[src/rtl/osc_meas_pkg.sv]
package osc_meas_pkg;

  typedef enum logic [1:0] {
    MEAS_IDLE = 2'd0,
    MEAS_RUN  = 2'd1,
    MEAS_HOLD = 2'd2
  } measState_t;

  // Strobes passed from the window controller to the counting datapath
  typedef struct packed {
    logic clrCount;
    logic countEn;
    logic latchResult;
  } measStrobe_t;

endpackage

[src/rtl/osc_meas_ctrl.sv]
module osc_meas_ctrl
  import osc_meas_pkg::*;
#(
  parameter int WIN_CYCLES = 1024
) (
  input  logic        clk,
  input  logic        rst_n,
  input  logic        wrEn,
  input  logic        wrEnBit,
  output logic        enable,
  output logic        done,
  output measStrobe_t strobe
);

  localparam int WIN_W = (WIN_CYCLES > 1) ? $clog2(WIN_CYCLES) : 1;
  localparam logic [WIN_W-1:0] WIN_LAST = WIN_W'(WIN_CYCLES - 1);

  measState_t state;
  logic [WIN_W-1:0] winCnt;
  logic enReg;
  logic doneReg;
  logic startReq;
  logic stopReq;
  logic winLast;

  assign startReq = wrEn && wrEnBit && !enReg;
  assign stopReq  = wrEn && !wrEnBit;
  assign winLast  = (winCnt == WIN_LAST);

  always_comb begin
    strobe = '0;
    strobe.clrCount    = startReq;
    strobe.countEn     = (state == MEAS_RUN) && !stopReq;
    strobe.latchResult = (state == MEAS_RUN) && winLast && !stopReq;
  end

  always_ff @(posedge clk or negedge rst_n) begin
    if (!rst_n) begin
      enReg <= 1'b0;
    end else if (wrEn) begin
      enReg <= wrEnBit;
    end
  end

  always_ff @(posedge clk or negedge rst_n) begin
    if (!rst_n) begin
      state  <= MEAS_IDLE;
      winCnt <= '0;
    end else if (stopReq) begin
      state  <= MEAS_IDLE;
      winCnt <= '0;
    end else begin
      case (state)
        MEAS_IDLE: begin
          if (startReq) begin
            state  <= MEAS_RUN;
            winCnt <= '0;
          end
        end
        MEAS_RUN: begin
          if (winLast) begin
            state <= MEAS_HOLD;
          end else begin
            winCnt <= winCnt + 1'b1;
          end
        end
        MEAS_HOLD: state <= MEAS_HOLD;
        default:   state <= MEAS_IDLE;
      endcase
    end
  end

  always_ff @(posedge clk or negedge rst_n) begin
    if (!rst_n) begin
      doneReg <= 1'b0;
    end else if (stopReq) begin
      doneReg <= 1'b0;
    end else if (strobe.latchResult) begin
      doneReg <= 1'b1;
    end
  end

  assign enable = enReg;
  assign done   = doneReg;

  // done can only be observed while the enable bit is set
  assert_done_needs_en_R6: assert property (@(posedge clk) disable iff (!rst_n)
    doneReg |-> enReg);

  // a clearing write removes done on the following cycle
  assert_clear_drops_done_R6: assert property (@(posedge clk) disable iff (!rst_n)
    (wrEn && !wrEnBit) |=> !doneReg);

  // done is sticky until a clearing write
  assert_done_sticky_R5: assert property (@(posedge clk) disable iff (!rst_n)
    (doneReg && !(wrEn && !wrEnBit)) |=> doneReg);

  // done only rises at the end of a running window
  assert_done_from_run_R3: assert property (@(posedge clk) disable iff (!rst_n)
    $rose(doneReg) |-> ($past(state) == MEAS_RUN));

endmodule

[src/rtl/osc_meas_datapath.sv]
module osc_meas_datapath
  import osc_meas_pkg::*;
#(
  parameter int WIN_CYCLES  = 1024,
  parameter int SYNC_STAGES = 2,
  parameter int CNT_W       = $clog2(WIN_CYCLES + 1)
) (
  input  logic             clk,
  input  logic             rst_n,
  input  logic             oscIn,
  input  measStrobe_t      strobe,
  output logic [CNT_W-1:0] result
);

  // SYNC_STAGES flops for metastability, one more to remember the last level
  logic [SYNC_STAGES:0] syncChain;
  logic oscRise;
  logic [CNT_W-1:0] edgeCnt;
  logic [CNT_W-1:0] edgeNext;
  logic [CNT_W-1:0] resultReg;

  genvar gs;
  generate
    for (gs = 0; gs <= SYNC_STAGES; gs++) begin : gSync
      if (gs == 0) begin : gFirst
        always_ff @(posedge clk or negedge rst_n) begin
          if (!rst_n) syncChain[gs] <= 1'b0;
          else        syncChain[gs] <= oscIn;
        end
      end else begin : gNext
        always_ff @(posedge clk or negedge rst_n) begin
          if (!rst_n) syncChain[gs] <= 1'b0;
          else        syncChain[gs] <= syncChain[gs-1];
        end
      end
    end
  endgenerate

  assign oscRise  = syncChain[SYNC_STAGES-1] && !syncChain[SYNC_STAGES];
  assign edgeNext = edgeCnt + CNT_W'(oscRise);

  always_ff @(posedge clk or negedge rst_n) begin
    if (!rst_n) begin
      edgeCnt <= '0;
    end else if (strobe.clrCount) begin
      edgeCnt <= '0;
    end else if (strobe.countEn) begin
      edgeCnt <= edgeNext;
    end
  end

  always_ff @(posedge clk or negedge rst_n) begin
    if (!rst_n) begin
      resultReg <= '0;
    end else if (strobe.latchResult) begin
      resultReg <= edgeNext;
    end
  end

  assign result = resultReg;

  // the visible count moves only on a latch strobe
  assert_result_hold_R5: assert property (@(posedge clk) disable iff (!rst_n)
    !strobe.latchResult |=> $stable(resultReg));

  // the edge counter never runs past the window length
  assert_no_overflow_R4: assert property (@(posedge clk) disable iff (!rst_n)
    edgeCnt <= CNT_W'(WIN_CYCLES));

endmodule

[src/rtl/osc_freq_meter.sv]
module osc_freq_meter
  import osc_meas_pkg::*;
#(
  parameter int          WIN_CYCLES  = 1024,
  parameter int          SYNC_STAGES = 2,
  parameter int          DATA_W      = 32,
  parameter int          EN_BIT      = 1,
  parameter int          DONE_BIT    = 6,
  parameter logic [31:0] CTRL_RESET  = 32'h0000_0080,
  parameter int          CNT_W       = $clog2(WIN_CYCLES + 1)
) (
  input  logic              clk,
  input  logic              rst_n,
  input  logic              regWrEn,
  input  logic [DATA_W-1:0] regWrData,
  output logic [DATA_W-1:0] regRdData,
  input  logic              oscIn,
  output logic [CNT_W-1:0]  measCount
);

  measStrobe_t strobe;
  logic enable;
  logic done;
  logic unusedWrBits;

  assign unusedWrBits = ^regWrData;

  osc_meas_ctrl #(
    .WIN_CYCLES(WIN_CYCLES)
  ) uCtrl (
    .clk    (clk),
    .rst_n  (rst_n),
    .wrEn   (regWrEn),
    .wrEnBit(regWrData[EN_BIT]),
    .enable (enable),
    .done   (done),
    .strobe (strobe)
  );

  osc_meas_datapath #(
    .WIN_CYCLES (WIN_CYCLES),
    .SYNC_STAGES(SYNC_STAGES),
    .CNT_W      (CNT_W)
  ) uPath (
    .clk   (clk),
    .rst_n (rst_n),
    .oscIn (oscIn),
    .strobe(strobe),
    .result(measCount)
  );

  // Readback: live bits at the enable and done positions, reset constants elsewhere
  genvar gb;
  generate
    for (gb = 0; gb < DATA_W; gb++) begin : gRd
      if (gb == EN_BIT) begin : gEn
        assign regRdData[gb] = enable;
      end else if (gb == DONE_BIT) begin : gDone
        assign regRdData[gb] = done;
      end else begin : gConst
        assign regRdData[gb] = CTRL_RESET[gb];
      end
    end
  endgenerate

endmodule

[config.mk]
export PLATFORM = sky130hd
export DESIGN_NAME = osc_freq_meter
export DESIGN_NICKNAME = d
export VERILOG_FILES = /design/src/rtl/osc_meas_pkg.sv /design/src/rtl/osc_meas_ctrl.sv /design/src/rtl/osc_meas_datapath.sv /design/src/rtl/osc_freq_meter.sv
export SDC_FILE = /design/constraint.sdc
export NUM_CORES = 1
export LEC_CHECK = 0
export ABC_CLOCK_PERIOD_IN_PS = 6200
export BUFFER_PORTS_ARGS = -buffer_cell sky130_fd_sc_hd__buf_2
export CORE_ASPECT_RATIO = 1.25
export CORE_MARGIN = 4
export CORE_UTILIZATION = 54
export DETAILED_ROUTE_END_ITERATION = 12
export GPL_TIMING_DRIVEN = 0
export PLACE_DENSITY = 0.85
export SETUP_SLACK_MARGIN = 0.02
export SYNTH_ARGS = -nofsm -noshare
export SYNTH_HDL_FRONTEND = slang
export SYNTH_SLANG_ARGS = --single-unit
[constraint.sdc]
create_clock -name clk -period 6.2 [get_ports clk]
set_clock_uncertainty 0.05 [all_clocks]
set_input_delay 1.24 -clock clk [delete_from_list [all_inputs] [get_ports clk]]
set_output_delay 1.24 -clock clk [all_outputs]
set_load 0.01 [all_outputs]
Word level (Yosys, flattened, before mapping). Cells that the tools add are included.

Flip-flop bits (word level): 39. Bits of input ports: 36. Word-level logic and storage cells: 46. Output and inout bits: 43.

Add/subtract/negate cells: 2. Reductions and logical operators: 17. Equality and inequality tests: 6. Multiplexer cells: 12.

Operators with widths (count): 2-to-1 mux 10 bit (3); 2-to-1 mux 11 bit (2); case mux 10 bit (2 select lines) (1); adder 11 x 1 -> 11 bit (1); adder 10 x 1 -> 10 bit, second input constant (1); equality test 10 bit, second input constant (1); logical AND 1 bit (7); 2-to-1 mux 2 bit (3); != test 3 x 1 -> 1 bit, second input constant (2); case mux 2 bit (3 select lines) (1); zero test 1 bit (4); nonzero test 2 bit (2); != test 3 x 2 -> 1 bit, second input constant (1); AND reduction 3 bit (1); nonzero test 3 bit (1); equality test 2 x 1 -> 1 bit, second input constant (1); equality test 2 bit, second input constant (1); zero test 2 bit (1); 2-to-1 mux 1 bit (2); AND reduction 2 bit (1).

Longest topological paths before layout. Gate-level depths: netlist of run 1.

Depth in word-level cells: 6. Mapped depth: 7. Mapped depth without buffers: 7.

Hierarchy. A second synthesis of run 1 with hierarchy kept.

Cell total of the unflattened synthesis: 245. Area, all modules: 2303.5 um2.

By module, submodules not included: osc_meas_datapath (seq. area each 625.6 um2, area each 1187.4 um2, cells each 116, instances 1); osc_meas_ctrl (seq. area each 350.3 um2, area each 868.3 um2, cells each 95, instances 1); osc_freq_meter (seq. area each 0.0 um2, area each 247.7 um2, cells each 34, instances 1).

Worst setup path after synthesis of run 1. No wires, ideal clock.

Path type: input-to-reg. Start: in regWrData[1]. End: reg uPath.resultReg[0], in the netlist uPath.result[0]. Required time: 6025 ps. Arrival time: 2441 ps. Stages on the path: 6. Setup time: 125 ps. Path slack: 3584 ps. Buffers on the path: 2. Cell sequence: nand2b_1 > clkbuf_1 > nand2_1 > or2_4 > buf_6 > mux2_4.

Cells in the longest elaborated chain, start to end: 4.

Ends and longest elaborated chain: start: declaration (line osc_freq_meter.sv:15) `input logic [DATA_W-1:0] regWrData,`; zero test 1 bit (line osc_meas_ctrl.sv:27) `assign stopReq = wrEn && !wrEnBit;`; logical AND 1 bit (line osc_meas_ctrl.sv:27); zero test 1 bit (line osc_meas_ctrl.sv:34) `strobe.latchResult = (state == MEAS_RUN) && winLast && !stopReq;`; logical AND 1 bit (line osc_meas_ctrl.sv:34); end signal: assignment (line osc_meas_datapath.sv:56) `resultReg <= edgeNext;`; end: declaration (line osc_meas_datapath.sv:20) `logic [CNT_W-1:0] resultReg;`.

No other way between the ends. A chain may end at the register's enable or synchronous reset.

Worst setup path in the final report of run 1.
Start: in regWrData[1]. End: reg uPath.resultReg[7], in the netlist uPath.result[7].

Same word-level chain as after synthesis.

==> impl_metrics.ini, run 1 <==
[outcome]
status = completed

[synth]
synth_top_area_share_pct = 43.0
ys.flop_type = dfrtp_1
async_flop_share_pct = 100
ys_types = 44
syn_avg_cell_area_um2 = 10.4
ys_seq_area_share_pct = 43.0
synth_edf_count = 0
synth.most_common_cell = dfrtp_1
ys_ff_latch = 39
netlist_instances = 218
synthTopCellsByCount = dfrtp_1, buf_4, nand2_1
synth_top_cell_by_area = dfrtp_1
synth.cell_area_um2 = 2270
synth_warnings = 0
synthTopCellsByArea = dfrtp_1, buf_4, mux2_4, a22o_1, ha_1

[detailed_routing]
drt-initial-drc-count = 70
wirelength_um = 4070
dr.pass1.iters = 4
viasPerCell = 4.98
avgRoutedWirePerCell_um = 12.5
drtAntennaViolNets = 0
route.detailed.drc = 0
vias = 1624

[power]
leakage_uw = 0.00136
powerDensity_nw_per_um2 = 234
irDropWorstVdd_mv = 0.158

[clock_network]
cts.sinks = 39
htreeDepth = 2
postCtsHoldBufs = 0
post_cts_buffers = 0
cts.repair.resized = 0
cts_tree = built
cts_root_buf = clkbuf_8
clkTransAtPathRegs_ns = 0.07
clock_latency_ns = 0.29
ctsLongestPathBuffers = 2
cts_made_buffers = 5

[sta]
finalCriticalPeriod_ns = 2.72
period_share_pct = 43.9
worst_pin_slew_ns = 0.839
grt_setup_unrepaired = false
drv_slew = 0
final.setup.tns_ns = 0
setup_viol = 0
fmax_mhz = 368
hold_viol_final = 0
slew_headroom_pct = 44.1

[placed_design]
globalplace.congestion = 0.965
dpl.hpwl_um = 3040
portBuffers = 17
placedCellCount = 319
placed_cell_area_um2 = 2530

[layout]
nets = 311
fillers = 339
drive_gt1_share_pct = 28.1
area_delta_synth_final_pct = 15.3
stdcell_area_um2 = 2620
layout.cells.non_filler = 326
antenna_cells = 0
seqCellArea_um2 = 976
multi_input_area_um2 = 1110

[critical_path]
start_kind = primary input
crit_type = primary input to flip-flop
required_ns = 6.33
end_kind = flip-flop
worstPathArrival_ns = 2.85
cp_slowest_stage_delay_ns = 0.33
path_cells = buf_2 > nand2b_1 > clkbuf_1 > nand2_1 > or2_4 > buf_6 > mux2_4
slowest_stage = clkbuf_1
rrSetupSlack_ns = 3.99
critPathMaxFanout = 10
critical_path.top_delay_family = simple AND/OR/NAND/NOR gates
crit_buf_inv = 3

[die]
ios = 79
die_x_um = 66.0
die_y_um = 80.5
coreArea_um2 = 4070
die-area_um2 = 5320
rows = 26
start_util_pct = 55.9

[grt]
grt_max_degree = 40
grtUsageTotal_pct = 16.1
antenna_found_initial = 0
grt_pass1_wl_um = 6570
grt_pass1_vias = 1513
grt-ovfl-total = 0

[hold_path]
holdCritPathClass = flip-flop to flip-flop

[job]
cap_violations = 0
## metal layers
layer  vias to the layer above  global-route usage, %  part of all wire (%)
met5                         -                      0                     0
met4                         0                   7.32                   2.5
met3                         9                   4.34                   4.2
met2                        37                   28.4                    53
met1                       765                   17.7                    40
li1                        813                      -                     -
## report_power, final
group / total [µW] / leakage, µW / internal, µW / switching [µW]
Combinational: 163 / 0.000776 / 65.2 / 97.7
Sequential: 278 / 0.000533 / 269 / 9.45
Clock: 172 / 0.0000470 / 87.3 / 84.8
## cell usage in the layout (no fill, tap or decap), drive strengths merged
cell     count
or2          2
a221o        1
and3         1
o21a         1
o311ai       2
nand3        7
nor4         5
o21bai       1
a21boi       1
nand3b       1
xnor2        5
buf         50
ha           5
o21ai        7
nand4        3
and2         1
nor3         2
nand2b       2
mux2        13
a21o         3
nor2         5
a31o         1
conb        30
a22o        10
mux2i        2
nand2       15
a21oi        9
o2bb2ai      2
clkinv       1
a211oi       2
inv          8
o211ai       4
nor2b        7
xor2         5
or3          7
a211o        1
clkbuf       9
dfrtp       39
## per-stage QoR
step / hold WS (ns) / utilization [%] / total power, µW / worst slack [ns]
floorplan: 0.281 / - / 409 / 3.58
global placement: 0.283 / 62.3 / 437 / 3.21
detailed placement: 0.290 / 62.3 / 445 / 3.20
CTS: 0.307 / 64.4 / 619 / 3.51
global route: 0.308 / 64.4 / 652 / 3.40
finish: 0.304 / 64.4 / 613 / 3.48
## flip-flops by register name, indices dropped and copies added (netlist names)
register         cells
uPath.result        11
uPath.syncChain      3
uPath.edgeCnt       11
uCtrl.state          2
uCtrl.done           1
uCtrl.enable         1
uCtrl.winCnt        10
## final cells by class
type / count / area share (%)
multi-input cells: 163 / 42.3
inverters: 8 / 1.15
clock buffers: 6 / 3.15
plain buffers: 36 / 10.0
well taps: 56 / 2.67
repair buffers: 17 / 3.25
clock inverters: 1 / 0.191
flip-flops and latches: 39 / 37.2
## final timing paths
kind | startpoint | endpoint | cells after the start
max in group asynchronous | rst_n | uPath.edgeCnt[8] | 1
setup reg to reg | uPath.syncChain[2] | uPath.result[8] | 7
setup / recovery | regWrData[1] | uPath.result[7] | 7
min in group asynchronous | rst_n | uPath.edgeCnt[2] | 1
hold / removal | uPath.syncChain[0] | uPath.syncChain[1] | 0
hold reg to reg | uPath.syncChain[0] | uPath.syncChain[1] | 0
## cells by family after synthesis
logic type / synth area share [%]
xor+xnor: 3.85
other cells: 0.331
buf+inv: 12.9
compound gates: 14.1
mux: 8.81
flops: 43.0
fa+ha+maj: 2.75
simple gates: 14.3
No activity file was read; power rests on OpenSTA's default activity.
==> run 2, diff against run 1 <==
--- a/config.mk
+++ b/config.mk
@@ -5,14 +5,14 @@
 export SDC_FILE = /design/constraint.sdc
 export NUM_CORES = 1
 export LEC_CHECK = 0
-export ABC_CLOCK_PERIOD_IN_PS = 6200
+export ABC_CLOCK_PERIOD_IN_PS = 2350
 export BUFFER_PORTS_ARGS = -buffer_cell sky130_fd_sc_hd__buf_2
 export CORE_ASPECT_RATIO = 1.25
 export CORE_MARGIN = 4
-export CORE_UTILIZATION = 54
+export CORE_UTILIZATION = 45
 export DETAILED_ROUTE_END_ITERATION = 12
 export GPL_TIMING_DRIVEN = 0
-export PLACE_DENSITY = 0.85
+export PLACE_DENSITY = 0.76
 export SETUP_SLACK_MARGIN = 0.02
 export SYNTH_ARGS = -nofsm -noshare
 export SYNTH_HDL_FRONTEND = slang
==> constraint.sdc (replaced) <==
create_clock -name clk -period 2.35 [get_ports clk]
set_clock_uncertainty 0.05 [all_clocks]
set_input_delay 0.47 -clock clk [delete_from_list [all_inputs] [get_ports clk]]
set_output_delay 0.47 -clock clk [all_outputs]
set_load 0.01 [all_outputs]
==> run 2 against run 1 <==
  * Total power increased to 3.0 times the previous value
  * Combinational power rose to 2.6 times the previous value
  * Sequential share of layout area fell by 0.78 points
  * Sequential power increased to 2.6 times the previous value
  * Largest power group unchanged
  * Highest routed layer unchanged
==> impl_metrics.ini, run 2 (synthesis results as in run 1) <==
[outcome]
status = completed

[sta]
setup_viol = 0
grt_setup_unrepaired = true
drv_slew = 0
worst_slack_ns = 0.176
holdWs_ns = 0.232
slew_headroom_pct = 41.8
worst_pin_slew_ns = 0.873
hold_viol_final = 0
fmax_mhz = 460
final.setup.tns_ns = 0
finalCriticalPeriod_ns = 2.17
period_share_pct = 92.5

[clock_network]
cts.sinks = 39
cts_made_buffers = 5
ctsLongestPathBuffers = 2
htreeDepth = 2
postCtsHoldBufs = 0
clkTransAtPathRegs_ns = 0.08
clock_latency_ns = 0.29
cts_root_buf = clkbuf_8
cts_tree = built

[placed_design]
dpl.hpwl_um = 3150
portBuffers = 17
globalplace.congestion = 0.823
preCtsSetupSlack_ns = 0.131

[layout]
final_common_cell = dfrtp_1
antenna_cells = 0
fillers = 426
area_delta_synth_final_pct = 17.8
seqCellArea_um2 = 976
multi_input_area_um2 = 1110
layout_common_cells = dfrtp_1, buf_4, conb_1
drive_gt1_share_pct = 28.4
nets = 311

[detailed_routing]
wirelength_um = 4240
route.detailed.drc = 0
avgRoutedWirePerCell_um = 12.8
drt-initial-drc-count = 84
dr.pass1.iters = 4
drtAntennaViolNets = 0
vias = 1638
viasPerCell = 4.95

[die]
coreArea_um2 = 4800
start_util_pct = 47.3
die_x_um = 71.6
die_y_um = 87.4
ios = 79
die-area_um2 = 6260
rows = 28

[critical_path]
slowest_stage = or3_1
required_ns = 2.49
worstRegToRegCells = 7
end_kind = flip-flop
worstPathArrival_ns = 2.31
path_common_cell = ha_1
endpoint = uPath.result[8]
cp_slowest_stage_delay_ns = 0.46
worst_r2r_endpoint = uPath.result[8]
crit_cells = 7
reg2reg_from = uPath.syncChain[2]
cp-startpoint = uPath.syncChain[2]
path_cells = nor2b_1 > ha_1 > ha_1 > nand3_1 > or3_1 > xnor2_1 > mux2_4
crit_buf_inv = 0
rrSetupSlack_ns = 0.18
crit_type = flip-flop to flip-flop
start_kind = flip-flop
critical_path.top_delay_family = simple AND/OR/NAND/NOR gates
critPathMaxFanout = 5

[power]
power.clock.fraction_pct = 36.4
irDropWorstVdd_mv = 0.598
leakage_uw = 0.00137
p_int_uw = 1300
seqPwrFrac_pct = 40.4
power_frac_comb_pct = 23.3
switching_share_pct = 28.3
switching_power_uw = 514
powerDensity_nw_per_um2 = 679

[grt]
grt_pass1_wl_um = 7190
antenna_found_initial = 0
grt_max_degree = 40
grtUsageTotal_pct = 14.6
grt_pass1_vias = 1589
grt-ovfl-total = 0

[hold_path]
holdCritPathClass = primary input to flip-flop
min_from = oscIn

[job]
cap_violations = 0
[run 2: how the worst min path moves through the flow]
stage,endpoint,slack (ns),cells past startpoint
after floorplan,uCtrl.done,0.12,0
after global placement,uPath.syncChain[1],0.28,0
after detailed placement,uPath.syncChain[1],0.29,0
after CTS,uPath.syncChain[0],0.22,1
after global routing,uPath.syncChain[0],0.23,1
final,uPath.syncChain[0],0.23,1
[run 2: timing repair]
action / in CTS / in global routing
endpoints found under the setup margin: 0 / 1
setup buffers: 0 / 0
resized for setup: 0 / 1
[run 2: area by class of cell]
cell class | count | area share (%)
Multi-Input combinational cell | 163 | 41.7
Sequential cell | 39 | 36.5
Buffer | 36 | 9.82
Timing Repair Buffer | 17 | 3.18
Tap cell | 60 | 2.81
Clock buffer | 6 | 2.71
Clock inverter | 2 | 2.24
Inverter | 8 | 1.12
[run 2: power groups by stage]
stage | registers, µW | clock network, µW | logic, µW
global route | 738 | 698 | 477
floorplan | 741 | 0 | 337
finish | 734 | 662 | 423
detailed placement | 746 | 0 | 424
global placement | 744 | 0 | 412
CTS | 734 | 673 | 425
[run 2: metrics by stage]
step           cells  util, %  area, µm²  power, µW
3_3_place_gp     323     52.9       2540       1160
2_1_floorplan    246        -       2380       1080
4_1_cts          331     55.6       2670       1830
3_5_place_dp     323     52.9       2540       1170
5_1_grt          331     55.8       2680       1910
6_report         331     55.8       2680       1820
[run 2: metal layers]
layer / routed length [µm] / vias up / GRT usage [%] / share of wire (%)
met4: 72 / 0 / 5.64 / 1.7
met2: 2340 / 35 / 27.6 / 55
met3: 179 / 6 / 2.89 / 4.2
met5: 0 / - / 0 / 0
met1: 1650 / 784 / 15.7 / 39
li1: - / 813 / - / -
